<file path="src/rtl/pcm_pkg.sv">
package pcm_pkg;

    localparam int SLOT_W = 8;
    localparam int BYTE_W = 8;
    localparam int BIT_W  = $clog2(BYTE_W);
    localparam logic [BIT_W-1:0] BIT_LAST = BIT_W'(BYTE_W - 1);

    typedef logic [SLOT_W-1:0] slot_t;
    typedef logic [BYTE_W-1:0] byte_t;

    typedef enum logic [1:0] {
        CFG_TX_SLOT = 2'd0,
        CFG_RX_SLOT = 2'd1,
        CFG_ENABLE  = 2'd2,
        CFG_NONE    = 2'd3
    } cfg_kind_e;

    // Position inside the frame; synced is set by the first strobe.
    typedef struct packed {
        logic             synced;
        slot_t            slot;
        logic [BIT_W-1:0] bit_idx;
    } pos_t;

    function automatic logic pos_is_last(pos_t p);
        return p.bit_idx == BIT_LAST;
    endfunction

    // Most significant bit goes first on the wire.
    function automatic logic wire_bit(byte_t b, logic [BIT_W-1:0] idx);
        return b[BIT_LAST - idx];
    endfunction

endpackage

</file>
<file path="src/rtl/pcm_cfg_regs.sv">
module pcm_cfg_regs
    import pcm_pkg::*;
#(
    parameter int NCH = 4,
    localparam int CH_W = (NCH > 1) ? $clog2(NCH) : 1
) (
    input  logic            clk,
    input  logic            rst,
    input  logic            we,
    input  logic [CH_W-1:0] ch,
    input  cfg_kind_e       kind,
    input  slot_t           data,
    output logic [NCH-1:0]  ch_en,
    output slot_t           tx_slot [NCH],
    output slot_t           rx_slot [NCH]
);

    for (genvar g = 0; g < NCH; g++) begin : g_ch
        always_ff @(posedge clk) begin
            if (rst) begin
                ch_en[g]   <= 1'b0;
                tx_slot[g] <= '0;
                rx_slot[g] <= '0;
            end else if (we && ch == CH_W'(g)) begin
                case (kind)
                    CFG_TX_SLOT: tx_slot[g] <= data;
                    CFG_RX_SLOT: rx_slot[g] <= data;
                    CFG_ENABLE:  ch_en[g]   <= data[0];
                    default: ;
                endcase
            end
        end
    end

endmodule

</file>
<file path="src/rtl/pcm_slot_cnt.sv">
module pcm_slot_cnt
    import pcm_pkg::*;
(
    input  logic clk,
    input  logic rst,
    input  logic fs,
    output pos_t pos
);

    always_ff @(posedge clk) begin
        if (rst) begin
            pos <= '0;
        end else if (fs) begin
            pos.synced  <= 1'b1;
            pos.slot    <= '0;
            pos.bit_idx <= '0;
        end else if (pos.synced) begin
            pos.bit_idx <= pos.bit_idx + 1'b1;
            if (pos_is_last(pos)) begin
                pos.slot <= pos.slot + 1'b1;
            end
        end
    end

endmodule

</file>
<file path="src/rtl/pcm_tx_path.sv">
module pcm_tx_path
    import pcm_pkg::*;
#(
    parameter int NCH = 4,
    localparam int CH_W = (NCH > 1) ? $clog2(NCH) : 1
) (
    input  logic                  clk,
    input  logic                  rst,
    input  logic                  fs,
    input  pos_t                  pos,
    input  logic [NCH*BYTE_W-1:0] hold,
    input  logic [NCH-1:0]        ch_en,
    input  slot_t                 tx_slot [NCH],
    output logic                  tx_data,
    output logic                  tx_oe
);

    byte_t            frame_buf [NCH];
    logic             hit;
    logic [CH_W-1:0]  own;

    // Second buffer stage: copy of the holding bytes taken at each strobe.
    always_ff @(posedge clk) begin
        if (rst) begin
            for (int i = 0; i < NCH; i++) frame_buf[i] <= '0;
        end else if (fs) begin
            for (int i = 0; i < NCH; i++) frame_buf[i] <= hold[i*BYTE_W +: BYTE_W];
        end
    end

    // Highest index is visited first, so the lowest index ends up owning.
    always_comb begin
        hit = 1'b0;
        own = '0;
        for (int i = NCH - 1; i >= 0; i--) begin
            if (ch_en[i] && tx_slot[i] == pos.slot) begin
                hit = 1'b1;
                own = CH_W'(i);
            end
        end
    end

    assign tx_oe   = pos.synced & hit;
    assign tx_data = tx_oe & wire_bit(frame_buf[own], pos.bit_idx);

endmodule

</file>
<file path="src/rtl/pcm_rx_path.sv">
module pcm_rx_path
    import pcm_pkg::*;
#(
    parameter int NCH = 4
) (
    input  logic           clk,
    input  logic           rst,
    input  logic           rx_data,
    input  pos_t           pos,
    input  logic [NCH-1:0] ch_en,
    input  slot_t          rx_slot [NCH],
    output byte_t          rx_byte [NCH],
    output logic [NCH-1:0] rx_valid
);

    logic rx_smp;

    // Pin sampled mid-bit, on the falling edge.
    always_ff @(negedge clk) begin
        rx_smp <= rx_data;
    end

    for (genvar g = 0; g < NCH; g++) begin : g_ch
        logic [BYTE_W-2:0] shift_q;
        logic              mine;

        assign mine = pos.synced && ch_en[g] && rx_slot[g] == pos.slot;

        always_ff @(posedge clk) begin
            if (rst) begin
                shift_q     <= '0;
                rx_byte[g]  <= '0;
                rx_valid[g] <= 1'b0;
            end else begin
                rx_valid[g] <= 1'b0;
                if (mine) begin
                    if (pos_is_last(pos)) begin
                        rx_byte[g]  <= {shift_q, rx_smp};
                        rx_valid[g] <= 1'b1;
                    end else begin
                        shift_q <= {shift_q[BYTE_W-3:0], rx_smp};
                    end
                end
            end
        end
    end

endmodule

</file>
<file path="src/rtl/pcm_slot_if.sv">
module pcm_slot_if
    import pcm_pkg::*;
#(
    parameter int NCH = 4,
    localparam int CH_W = (NCH > 1) ? $clog2(NCH) : 1
) (
    input  logic                  clk,
    input  logic                  rst,
    input  logic                  fs,
    input  logic                  cfg_we,
    input  logic [CH_W-1:0]       cfg_ch,
    input  logic [1:0]            cfg_kind,
    input  logic [SLOT_W-1:0]     cfg_data,
    input  logic [NCH*BYTE_W-1:0] tx_hold,
    output logic                  tx_data,
    output logic                  tx_oe,
    input  logic                  rx_data,
    output logic [NCH*BYTE_W-1:0] rx_byte,
    output logic [NCH-1:0]        rx_valid
);

    pos_t           pos;
    logic [NCH-1:0] ch_en;
    slot_t          tx_slot [NCH];
    slot_t          rx_slot [NCH];
    byte_t          rx_arr  [NCH];

    pcm_slot_cnt u_cnt (
        .clk (clk),
        .rst (rst),
        .fs  (fs),
        .pos (pos)
    );

    pcm_cfg_regs #(.NCH(NCH)) u_cfg (
        .clk     (clk),
        .rst     (rst),
        .we      (cfg_we),
        .ch      (cfg_ch),
        .kind    (cfg_kind_e'(cfg_kind)),
        .data    (cfg_data),
        .ch_en   (ch_en),
        .tx_slot (tx_slot),
        .rx_slot (rx_slot)
    );

    pcm_tx_path #(.NCH(NCH)) u_tx (
        .clk     (clk),
        .rst     (rst),
        .fs      (fs),
        .pos     (pos),
        .hold    (tx_hold),
        .ch_en   (ch_en),
        .tx_slot (tx_slot),
        .tx_data (tx_data),
        .tx_oe   (tx_oe)
    );

    pcm_rx_path #(.NCH(NCH)) u_rx (
        .clk      (clk),
        .rst      (rst),
        .rx_data  (rx_data),
        .pos      (pos),
        .ch_en    (ch_en),
        .rx_slot  (rx_slot),
        .rx_byte  (rx_arr),
        .rx_valid (rx_valid)
    );

    for (genvar g = 0; g < NCH; g++) begin : g_flat
        assign rx_byte[g*BYTE_W +: BYTE_W] = rx_arr[g];
    end

endmodule

</file>
<file path="config.mk">
export PLATFORM = sky130hd
export DESIGN_NAME = pcm_slot_if
export DESIGN_NICKNAME = d
export VERILOG_FILES = /design/src/rtl/pcm_pkg.sv /design/src/rtl/pcm_cfg_regs.sv /design/src/rtl/pcm_slot_cnt.sv /design/src/rtl/pcm_tx_path.sv /design/src/rtl/pcm_rx_path.sv /design/src/rtl/pcm_slot_if.sv
export SDC_FILE = /design/constraint.sdc
export NUM_CORES = 1
export LEC_CHECK = 0
export BUFFER_PORTS_ARGS = -buffer_cell sky130_fd_sc_hd__buf_2
export CAP_MARGIN = 0
export CORE_UTILIZATION = 29
export CTS_BUF_LIST = sky130_fd_sc_hd__clkbuf_8
export DETAILED_ROUTE_END_ITERATION = 16
export PLACE_DENSITY_LB_ADDON = 0.08
export SYNTH_ARGS = -nofsm -noshare
export SYNTH_HDL_FRONTEND = slang
export SYNTH_SLANG_ARGS = --single-unit
</file>
<file path="constraint.sdc">
create_clock -name clk -period 3.6 [get_ports clk]
set_input_delay 0.72 -clock clk [delete_from_list [all_inputs] [get_ports clk]]
set_output_delay 0.72 -clock clk [all_outputs]
set_load 0.03 [all_outputs]
</file>
======== After elaboration in Yosys (flattened, before gate mapping) ========
Memory sizes are Yosys's and may differ from the RTL's.
Cells that the tools add are included.
word-level totals
  output and inout port bits .............. 38
  latch bits .............................. 0
  flip-flop bits (word level) ............. 145
  memories kept ........................... 1
  input port bits ......................... 49
  bits in read-only memories .............. 0
  memory bits (writable) .................. 32
  word-level logic and storage cells ...... 122
cells by class
  muxes and demuxes ....................... 20
  order comparisons ....................... 1
  add/subtract/negate cells ............... 3
  reduce and logical (&&, ||, !) cells .... 44
  bitwise logic cells ..................... 11
  eq/ne operators ......................... 14
  divide/modulo/power cells ............... 0
  $mul .................................... 0
  shift-type cells ........................ 0
memory list
  name            depth  bits a word  rd ports  clocked after Yosys merged registers in  write ports  RTL line           RTL
  u_tx.frame_buf  4      8            1         0                                        4            pcm_tx_path.sv:18  byte_t frame_buf [NCH];
operators by type and width
  kind                                                         count
  equality test 8 bit                                          8
  AND reduction 2 bit                                          21
  2-to-1 mux 8 bit                                             4
  logical AND 1 bit                                            16
  2-to-1 mux 1 bit                                             11
  OR reduction 2 bit                                           5
  adder 8 x 1 -> 8 bit (second input constant)                 1
  2-to-1 mux 2 bit                                             4
  equality test 2 bit (second input constant)                  3
  NOT 1 bit                                                    5
  equality test 2 x 1 -> 1 bit (second input constant)         2
  zero test 2 bit                                              2
  less-than comparator 3 x 4 -> 1 bit (second input constant)  1
  OR 1 bit                                                     4
  adder 3 x 1 -> 3 bit (second input constant)                 1
  binary-select mux 1 bit (select 3 bit)                       1
  equality test 3 bit (second input constant)                  1
  subtractor 3 bit (first input constant)                      1
  AND 1 bit                                                    2

======== Longest topological paths before layout ========
Gate-level depths: netlist of run 1.
An unclocked memory read counts as a cell.
  depth after elaboration ................. 10
  depth in mapped cells ................... 11
  depth with buffers taken out ............ 8

======== By module ========
Synthesis of run 1 repeated with hierarchy kept, for this count alone.
second synthesis, totals
  cells, all modules ...................... 738
  area total of the unflattened synthesis .. 8081.5 um^2
by module, submodules not included
  module        area an instance (um^2)  cells an instance  sequential area each (um^2)  times used
  pcm_rx_path   2790.2                   259                1301.2                       1
  pcm_cfg_regs  2742.6                   250                1361.3                       1
  pcm_tx_path   2015.7                   171                960.9                        1
  pcm_slot_cnt  533.0                    58                 240.2                        1

==> key figures, run 1 <==
Critical path
  – Crit. End Element: output port
  – Critical Path RT: 2.88 ns
  – Crit-path slowest cell: or3_4
  – CP Buf/Inv Count: 5
  – CP max FO: 4
  – Critical R2R Launch: u_rx.rx_smp
  – Crit-path most repeated cell: buf_4
  – Critical path arrival: 3.29 ns
  – Kind of start point of the critical path: flop
  – CP Launch Point: u_cfg.tx_slot[0]
  – Critical-path cell list: xnor2_2 > nand4_1 > buf_4 > or3_4 > o21ai_4 > buf_6 > buf_6 > buf_4 > nand3_1 > a21oi_2 > nor4_2 > a2111oi_2 > buf_4
  – Max incr delay on CP: 0.40 ns
  – Family with the most delay on the worst path: simple AND/OR/NAND/NOR gates
  – Crit Path Class: reg2out

Pwr
  – VDD IR max: 0.2117 mV
  – Static leakage: 3.830 nW
  – Overall power: 0.003617 W
  – Power Dens Cells: 390.1 nW/µm²

Route
  – Detail Route Antenna Nets: 0
  – First-pass iteration count of the detailed router: 11
  – Initial DRC count: 319
  – DR vias/cell: 4.619
  – Drt wl/cell: 16.33 µm
  – # DRC: 4
  – Vias: 5575
  – DRT Wirelength: 19710 µm

Clocking
  – Root Driver: clkbuf_8
  – # H-tree levels: 4
  – Total CTS buffers: 17
  – Clk_lat worst skew: 0.47 ns
  – CTS tree: built
  – Clock sink count: 177
  – Clk pin slew, worst setup/hold paths: 0.10 ns
  – Maximum clock path buffer count: 2

STA
  – RSZ-0062 raised after global routing: true
  – Fin Hold WS: 0.4961 ns
  – Period minus WS final: 4.006 ns
  – Fmax: 249.6 MHz
  – Final setup fails: 1
  – Final period util: 1.113
  – Final worst setup slack: -0.4057 ns
  – Worst Max-Slew Pin Slew: 1.002 ns
  – Worst clock skew: 0.01994 ns
  – Hold Fails Final Rpt: 0
  – Slew Limit Headroom: 0.3317
  – Slew Viols, Final: 0

Yosys
  – Sequential share of the synthesized area: 0.4991
  – Top cell type by total area after synthesis: dfxtp_1
  – Yosys warns: 0
  – Synthesized cell area: 7741 µm²
  – Mapped Cells: 759
  – Syn_nets: 811
  – Share of the synthesized area in the top cell type: 0.3750
  – Post-synthesis cell type count: 55
  – Post-synthesis register bit count: 177
  – Syn avg cell area: 10.20 µm²
  – Synth area leaders: dfxtp_1 (37%), mux2i_1 (17%), edfxtp_1 (12%), nor2_1 (7.6%), xnor2_1 (4.1%)

Placed design
  – Placed instance count: 1155
  – DP Area: 8508 µm²
  – Hpwl dp: 13740 µm
  – Routability cong.: 0.8866
  – Buffers on Ports: 86

Run status
  – Status: finished, violations left
  – Failing checks: DRC, setup timing

Floorplan
  – Row cnt: 59
  – # IOs: 87
  – Die X: 165.4 µm
  – Starting Density: 0.2962
  – Die area: 27350 µm²
  – Core area: 26130 µm²
  – Die Ht: 165.4 µm

Global routing
  – Largest net degree at the start of global routing: 72
  – First-pass GRT wire length: 30640 µm
  – Overflow after GRT: 0
  – Initial antenna violation count: 0
  – Number of global-route vias before repair: 5494
  – Total global routing track utilization: 0.1488

Final layout
  – Cell area after layout: 9270 µm²
  – Area grow syn2layout: 19.75%
  – Commonest cells after routing, fill and taps aside: nor2_1 (157), dfxtp_1 (135), mux2i_1 (128)
  – Finished Layout Cells: 1207
  – # nets final: 911
  – Final core occ: 0.3547
  – Layout cell share with drive strength beyond 1: 0.2443
  – Antenna diode count: 0
  – Commonest non-fill, non-tap cell in the layout: nor2_1

Min path
  – Worst Hold Class: in2reg
  – Hold wc startpoint: fs

Run
  – Max-cap violations: 0
==> power breakdown <==
group / leakage, nW / internal [W] / switching (W)
Sequential: 1.52 / 0.00206 / 0.0000280
Clock: 0.207 / 0.000517 / 0.000817
Combinational: 2.10 / 0.0000800 / 0.000119
Total: 3.83 / 0.00265 / 0.000964
==> state kept, by name, summed over array words and instances, names as in the netlist <==
signal,count
u_cnt.pos,12
u_rx.rx_smp,1
u_rx.g_ch.shift_q,28
u_cfg.ch_en,4
u_tx.frame_buf,32
u_rx.rx_valid,4
u_rx.rx_byte,32
u_cfg.rx_slot,32
u_cfg.tx_slot,32
==> worst register-to-register path, stage by stage (launching register included) <==
cell     delay, ns
dfxtp_1       0.56
mux2i_1       0.15
nor2_1        0.11
==> through the flow <==
stage               setup WS (ns)  TNS (ns)
floorplan                  0.1844         0
global placement           0.1606         0
detailed placement        0.06346         0
CTS                       -0.3065   -0.3065
global route              -0.4831   -0.4831
finish                    -0.4057   -0.4057
==> kinds of logic after synthesis <==
family | after synthesis | share of synthesized area
simple gates | 283 | 0.1746
mux | 128 | 0.1655
compound gates | 46 | 0.03782
flops | 177 | 0.4991
fa+ha+maj | 3 | 0.004849
xor+xnor | 72 | 0.08437
buf+inv | 50 | 0.03378
==> layer usage <==
metal / vias to the layer above / wire length [µm] / track usage
met5: - / 0 / 0
met4: 0 / 229 / 0.04339
met2: 107 / 9612 / 0.2472
li1: 2769 / - / -
met1: 2681 / 9171 / 0.1924
met3: 18 / 696 / 0.03272
==> final cells by class <==
type	instances	area [µm²]
clock buffers	17	234.0
clock inverters	16	152.6
fillers	2676	16860
inverters	2	7.507
multi-input cells	532	3799
flip-flops and latches	177	3884
well taps	335	419.2
repair buffers	128	774.5
==> path summary, 6_finish.rpt <==
path / endpoint / slack [ns] / cells after the start
worst min register to register: u_rx.rx_byte[28] / 0.50 / 2
worst min-delay path: u_cnt.pos[11] / 0.50 / 3
worst max register to register: u_rx.g_ch[2].shift_q[0] / 0.92 / 2
worst max-delay path: tx_data / -0.41 / 13
==> cells in the mapped netlist, drive strengths merged <==
cell,number
nor2,159
dfxtp,145
mux2i,128
xnor2,39
clkbuf,33
xor2,33
and2,32
edfxtp,32
nand3,27
o21ai,17
nand2,15
a21oi,13
buf,13
nor3,9
or3,7
and3,6
nand4,6
nor4,6
nand2b,4
nand3b,4
ha,3
inv,3
nor3b,3
a21boi,2
a31oi,2
o211ai,2
o21a,2
o31ai,2
or2,2
a2111oi,1
a211o,1
a211oi,1
a311oi,1
and4,1
clkdlybuf4s15,1
nor2b,1
nor4b,1
o31a,1
o41ai,1
==> what timing repair did <==
item	CTS	global route
hold endpoints to repair	0	0
pin swaps	16	14
gates resized for setup	29	19
hold buffers	0	0
setup buffers	11	9
setup endpoints to repair	1	1
Power figures use the tool's default switching activity.
==> run 2: changes to the inputs <==
CORE_MARGIN = 2   (was default)
PLACE_DENSITY = 0.57   (was default)
PLACE_DENSITY_LB_ADDON = default   (was 0.08)
==> key figures, run 2 (synthesis gave the netlist of run 1 again) <==
Floorplan
  – Die area: 28020 µm² (was 27350 µm²)
  – Die X: 167.4 µm (was 165.4 µm)
  – # IOs: 87 (unchanged)
  – Row cnt: 59 (unchanged)
  – Die Ht: 167.4 µm (was 165.4 µm)
  – Starting Density: 0.2962 (unchanged)
  – Core area: 26130 µm² (unchanged)

Critical path
  – Critical-path cell list: xnor2_2 > nand4_2 > or3_4 > a211o_4 > or2_4 > a21oi_2 > nor4_2 > a2111oi_2 > buf_4 (was xnor2_2 > nand4_1 > buf_4 > or3_4 > o21ai_4 > buf_6 > buf_6 > buf_4 > nand3_1 > a21oi_2 > nor4_2 > a2111oi_2 > buf_4)
  – Max incr delay on CP: 0.42 ns (was 0.40 ns)
  – Crit Path Class: reg2out (unchanged)
  – Crit. End Element: output port (unchanged)
  – Crit-path slowest cell: or3_4 (unchanged)
  – Critical Path RT: 2.88 ns (about the same)
  – Critical path arrival: 3.07 ns (was 3.29 ns)
  – Kind of start point of the critical path: flop (unchanged)
  – CP max FO: 5 (was 4)

STA
  – Worst Max-Slew Pin Slew: 0.9919 ns (was 1.002 ns)
  – RSZ-0062 raised after global routing: true (unchanged)
  – Final period util: 1.054 (was 1.113)
  – Hold Fails Final Rpt: 0 (unchanged)
  – Final worst setup slack: -0.1930 ns (was -0.4057 ns)
  – Fmax: 263.6 MHz (was 249.6 MHz)
  – TNS Setup: -0.1930 ns (was -0.4057 ns)
  – Final setup fails: 1 (unchanged)
  – Slew Viols, Final: 0 (unchanged)
  – Period minus WS final: 3.793 ns (was 4.006 ns)
  – Worst clock skew: 0.01730 ns (was 0.01994 ns)
  – Slew Limit Headroom: 0.3363 (was 0.3317)

Clocking
  – Clk pin slew, worst setup/hold paths: 0.10 ns (about the same)
  – Clock sink count: 177 (unchanged)
  – Clk_lat worst skew: 0.47 ns (about the same)
  – CTS tree: built (unchanged)
  – Root Driver: clkbuf_8 (unchanged)
  – # H-tree levels: 4 (unchanged)
  – Maximum clock path buffer count: 2 (unchanged)
  – Total CTS buffers: 17 (unchanged)

Placed design
  – DP Area: 8523 µm² (was 8508 µm²)
  – Routability cong.: 0.8474 (was 0.8866)
  – Buffers on Ports: 86 (unchanged)
  – Placed instance count: 1157 (was 1155)
  – Pre-CTS setup slack: 0.1536 ns (was 0.06346 ns)
  – Hpwl dp: 12920 µm (was 13740 µm)

Route
  – Drt wl/cell: 15.54 µm (was 16.33 µm)
  – Vias: 5504 (was 5575)
  – First-pass iteration count of the detailed router: 11 (unchanged)
  – DRT Wirelength: 18600 µm (was 19710 µm)
  – DR vias/cell: 4.598 (was 4.619)
  – Initial DRC count: 282 (was 319)
  – Detail Route Antenna Nets: 0 (unchanged)
  – # DRC: 6 (was 4)

Min path
  – Worst Hold Class: reg2reg (was in2reg)

Final layout
  – # nets final: 900 (was 911)
  – Area grow syn2layout: 17.70% (was 19.75%)
  – Commonest cells after routing, fill and taps aside: nor2_1 (157), dfxtp_1 (137), mux2i_1 (128) (was nor2_1 (157), dfxtp_1 (135), mux2i_1 (128))
  – Fillers: 2678 (was 2676)
  – Commonest non-fill, non-tap cell in the layout: nor2_1 (unchanged)
  – Layout cell share with drive strength beyond 1: 0.2242 (was 0.2443)
  – Cell area after layout: 9111 µm² (was 9270 µm²)
  – Finished Layout Cells: 1197 (was 1207)

Pwr
  – Clock Power Share: 0.384 (was 0.369)
  – Static leakage: 3.765 nW (was 3.830 nW)
  – Cell Int Power: 0.002714 W (was 0.002653 W)
  – Sw Ratio: 0.2612 (was 0.2665)
  – Power Dens Cells: 403.2 nW/µm² (was 390.1 nW/µm²)
  – Net Switching: 0.0009594 W (was 0.0009639 W)
  – VDD IR max: 0.2080 mV (was 0.2117 mV)
  – Comb power frac: 0.051 (was 0.055)
  – Share of power burned in registers: 0.566 (was 0.576)

Global routing
  – Total global routing track utilization: 0.1334 (was 0.1488)
  – Number of global-route vias before repair: 5339 (was 5494)
  – First-pass GRT wire length: 29240 µm (was 30640 µm)
  – Initial antenna violation count: 1 (was 0)
  – Overflow after GRT: 0 (unchanged)
  – Largest net degree at the start of global routing: 71 (was 72)

Run
  – Max-cap violations: 0 (unchanged)

Run status
  – Status: finished, violations left (unchanged)
  – Failing checks: DRC, setup timing (unchanged)
[run 2: cell types whose count changed in the layout (fill, tap and decap cells not counted), moves of 2 or more]
cell / change
dfxtp_4: +2
buf_4: -9
dfxtp_2: -4
nand3_1: +2
inv_4: -2
o31ai_1: +2
inv_6: +4
o31ai_4: -2
dfxtp_1: +2
[run 2: worst max-delay path, delay by kind of cell (launching register included)]
family	cells	cell delay, ns
DFF	1	0.41
and+or+nand+nor	4	0.91
AOI/OAI and AO/OA	3	0.91
buffers and inverters	1	0.23
xor gates and xnor gates	1	0.14
[run 2: layout make-up]
class	count	area, µm²	area share
well taps	335	419.2	0.04600
inverters	2	7.507	0.0008239
repair buffers	117	675.6	0.07416
diodes	1	2.502	0.0002746
clock inverters	16	172.7	0.01895
clock buffers	17	234.0	0.02568
flip-flops and latches	177	3886	0.4265
multi-input cells	532	3714	0.4076
[run 2: layer usage]
metal / wire length, µm / vias to the layer above / part of all wire / track usage
li1: - / 2743 / - / -
met1: 8847 / 2639 / 0.48 / 0.1757
met2: 8768 / 104 / 0.47 / 0.2185
met3: 693 / 18 / 0.037 / 0.02836
met4: 287 / 0 / 0.015 / 0.04423
met5: 0 / - / 0 / 0
[run 2: power groups by stage]
stage	Combinational (W)	Clock, W	Sequential, W
after floorplan	0.000121	0.00000348	0.00211
after global placement	0.000180	0.00000348	0.00213
after detailed placement	0.000181	0.00000348	0.00213
after CTS	0.000186	0.00146	0.00208
after global routing	0.000205	0.00153	0.00208
final	0.000186	0.00141	0.00208
[run 2: worst paths after layout]
check                   startpoint                      end  slack, ns  depth (start not counted)
hold reg to reg   u_rx.rx_byte[22]         u_rx.rx_byte[22]       0.50                          2
hold / removal    u_rx.rx_byte[22]         u_rx.rx_byte[22]       0.50                          2
setup / recovery     u_cnt.pos[10]                  tx_data      -0.19                          9
setup reg to reg       u_rx.rx_smp  u_rx.g_ch[1].shift_q[0]       0.97                          2
[run 2: metrics by stage]
stage,hold slack (ns),util,total power [W]
final,0.4986,0.3487,0.003673
after global routing,0.4984,0.3486,0.003814
after CTS,0.4898,0.3465,0.003720
after detailed placement,0.4777,0.3262,0.002311
after global placement,0.4716,0.3262,0.002313
after floorplan,0.4601,-,0.002238
[run 2: timing repair]
item                                    4_1_cts  5_1_grt
setup buffers                                 7        0
gates cloned                                  0        0
hold buffers                                  0        0
pin swaps                                     7        3
endpoints found under the setup margin        1        1
gates resized for setup                      24        8
==> run 3: changes to the inputs <==
CORE_UTILIZATION = 38   (was 29)
SKIP_CTS_REPAIR_TIMING = 1   (was default)
==> key figures, run 3 (synthesis gave the netlist of run 1 again) <==
Pwr
  – Clock Power Share: 0.381 (was 0.384)
  – Share of power burned in registers: 0.568 (was 0.566)
  – Cell Int Power: 0.002788 W (was 0.002714 W)
  – Power Dens Cells: 405.6 nW/µm² (was 403.2 nW/µm²)
  – Static leakage: 3.750 nW (was 3.765 nW)
  – VDD IR max: 0.2901 mV (was 0.2080 mV)
  – Overall power: 0.003662 W (was 0.003673 W)
  – Comb power frac: 0.051 (about the same)
  – Sw Ratio: 0.2388 (was 0.2612)
  – Net Switching: 0.0008747 W (was 0.0009594 W)

Run status
  – Status: finished, violations left (unchanged)
  – Failing checks: setup timing (was DRC, setup timing)

STA
  – TNS Setup: -0.1877 ns (was -0.1930 ns)
  – Worst Max-Slew Pin Slew: 0.9759 ns (was 0.9919 ns)
  – Final period util: 1.052 (was 1.054)
  – Fin Hold WS: 0.4986 ns (about the same)
  – Slew Viols, Final: 0 (unchanged)
  – Hold Fails Final Rpt: 0 (unchanged)
  – Fmax: 264.0 MHz (was 263.6 MHz)
  – Worst clock skew: 0.01199 ns (was 0.01730 ns)
  – Final setup fails: 1 (unchanged)
  – Period minus WS final: 3.788 ns (was 3.793 ns)
  – Slew Limit Headroom: 0.3470 (was 0.3363)
  – Final worst setup slack: -0.1877 ns (was -0.1930 ns)
  – RSZ-0062 raised after global routing: true (unchanged)

Global routing
  – Total global routing track utilization: 0.1632 (was 0.1334)
  – Initial antenna violation count: 1 (unchanged)
  – Largest net degree at the start of global routing: 72 (was 71)
  – First-pass GRT wire length: 27660 µm (was 29240 µm)
  – Number of global-route vias before repair: 5198 (was 5339)
  – Overflow after GRT: 0 (unchanged)

Critical path
  – Family with the most delay on the worst path: compound AO/OA/AOI/OAI gates (was simple AND/OR/NAND/NOR gates)
  – Crit-path slowest cell: or3_4 (unchanged)
  – R2R Path End: u_rx.g_ch[2].shift_q[0] (was u_rx.g_ch[1].shift_q[0])
  – Critical Path RT: 2.88 ns (about the same)
  – Critical R2R Launch: u_rx.rx_smp (unchanged)
  – CP Buf/Inv Count: 2 (was 1)
  – R2r worst-path depth: 2 (unchanged)
  – Max incr delay on CP: 0.42 ns (about the same)
  – Crit-path most repeated cell: buf_4
  – Critical-path cell list: buf_4 > xnor2_4 > nand2_2 > or3_4 > a211o_4 > or2_4 > a21oi_2 > o41ai_2 > a2111oi_2 > buf_4 (was xnor2_2 > nand4_2 > or3_4 > a211o_4 > or2_4 > a21oi_2 > nor4_2 > a2111oi_2 > buf_4)
  – Worst reg2reg setup slack: 0.96 ns (was 0.97 ns)
  – Kind of start point of the critical path: flop (unchanged)
  – Crit Path Class: reg2out (unchanged)
  – Critical path arrival: 3.07 ns (about the same)
  – Crit. End Element: output port (unchanged)
  – CP max FO: 6 (was 5)

Route
  – DR vias/cell: 4.795 (was 4.598)
  – DRT Wirelength: 17530 µm (was 18600 µm)
  – Drt wl/cell: 15.57 µm (was 15.54 µm)
  – First-pass iteration count of the detailed router: 6 (was 11)
  – Vias: 5399 (was 5504)
  – Initial DRC count: 299 (was 282)
  – # DRC: 0 (was 6)
  – Detail Route Antenna Nets: 0 (unchanged)

Min path
  – Hold path cells: 2 (unchanged)
  – Worst Hold Class: reg2reg (unchanged)
  – Hold wc startpoint: u_rx.rx_byte[15] (was u_rx.rx_byte[22])
  – Hold worst-path end: u_rx.rx_byte[15] (was u_rx.rx_byte[22])

Final layout
  – Cell area after layout: 9029 µm² (was 9111 µm²)
  – Layout cell share with drive strength beyond 1: 0.2161 (was 0.2242)
  – Area grow syn2layout: 16.63% (was 17.70%)
  – Final core occ: 0.4491 (was 0.3487)
  – Commonest cells after routing, fill and taps aside: nor2_1 (157), dfxtp_1 (138), mux2i_1 (128) (was nor2_1 (157), dfxtp_1 (137), mux2i_1 (128))
  – Commonest non-fill, non-tap cell in the layout: nor2_1 (unchanged)
  – # nets final: 895 (was 900)
  – Antenna diode count: 0 (was 1)

Clocking
  – CTS tree: built (unchanged)
  – Clock sink count: 177 (unchanged)
  – Maximum clock path buffer count: 2 (unchanged)
  – Root Driver: clkbuf_8 (unchanged)
  – Clk_lat worst skew: 0.46 ns (was 0.47 ns)
  – # H-tree levels: 4 (unchanged)
  – Total CTS buffers: 17 (unchanged)
  – Clk pin slew, worst setup/hold paths: 0.09 ns (was 0.10 ns)

Run
  – Max-cap violations: 0 (unchanged)

Floorplan
  – # IOs: 87 (unchanged)
  – Core area: 20100 µm² (was 26130 µm²)
  – Die X: 146.7 µm (was 167.4 µm)
  – Row cnt: 52 (was 59)
  – Die area: 21530 µm² (was 28020 µm²)
  – Die Ht: 146.7 µm (was 167.4 µm)
  – Starting Density: 0.3851 (was 0.2962)

Placed design
  – DP Area: 8427 µm² (was 8523 µm²)
  – Routability cong.: 0.8549 (was 0.8474)
  – Buffers on Ports: 86 (unchanged)
  – Hpwl dp: 11990 µm (was 12920 µm)
==> run 3: power by group through the flow <==
stage	Combinational (W)	Sequential (W)	Clock (W)
after floorplan	0.000121	0.00211	0.00000348
after global placement	0.000179	0.00213	0.00000348
after detailed placement	0.000179	0.00213	0.00000348
after CTS	0.000179	0.00208	0.00143
after global routing	0.000205	0.00209	0.00150
final	0.000185	0.00208	0.00140
==> run 3: worst min-delay path: cells and delay by family (launching register included) <==
family	cells	cell delay (ns)
DFF	1	0.33
and+or+nand+nor	1	0.07
muxes	1	0.06
==> run 3: how the worst max path moves through the flow <==
stage / start / end / cells past startpoint
finish: u_cnt.pos[8] / tx_data / 10
CTS: u_cnt.pos[4] / tx_data / 10
global placement: u_cnt.pos[4] / tx_data / 10
detailed placement: u_cnt.pos[4] / tx_data / 10
floorplan: u_cnt.pos[3] / tx_data / 9
global route: u_cnt.pos[9] / tx_data / 9
==> run 3: metrics by stage <==
step,std cells,worst slack [ns]
after global routing,1126,-0.3684
after CTS,1122,-0.3540
after floorplan,759,0.1844
after detailed placement,1090,0.1573
after global placement,1090,0.1788
final,1126,-0.1877
==> run 3: per-layer routing <==
metal,wire length (µm),part of all wire,up-vias,global-route usage
li1,-,-,2737,-
met3,802,0.046,14,0.04193
met2,8137,0.46,100,0.2643
met4,140,0.0080,2,0.03544
met1,8440,0.48,2546,0.2212
met5,11,0.00063,-,0
==> run 3: cell type report <==
type	count	area, µm²
sequential	177	3877
clock inverter	14	141.4
fill	1932	11080
multi-input combinational	532	3765
tap	270	337.8
clock buffer	19	261.5
inverter	2	7.507
timing repair buffer	112	638.1
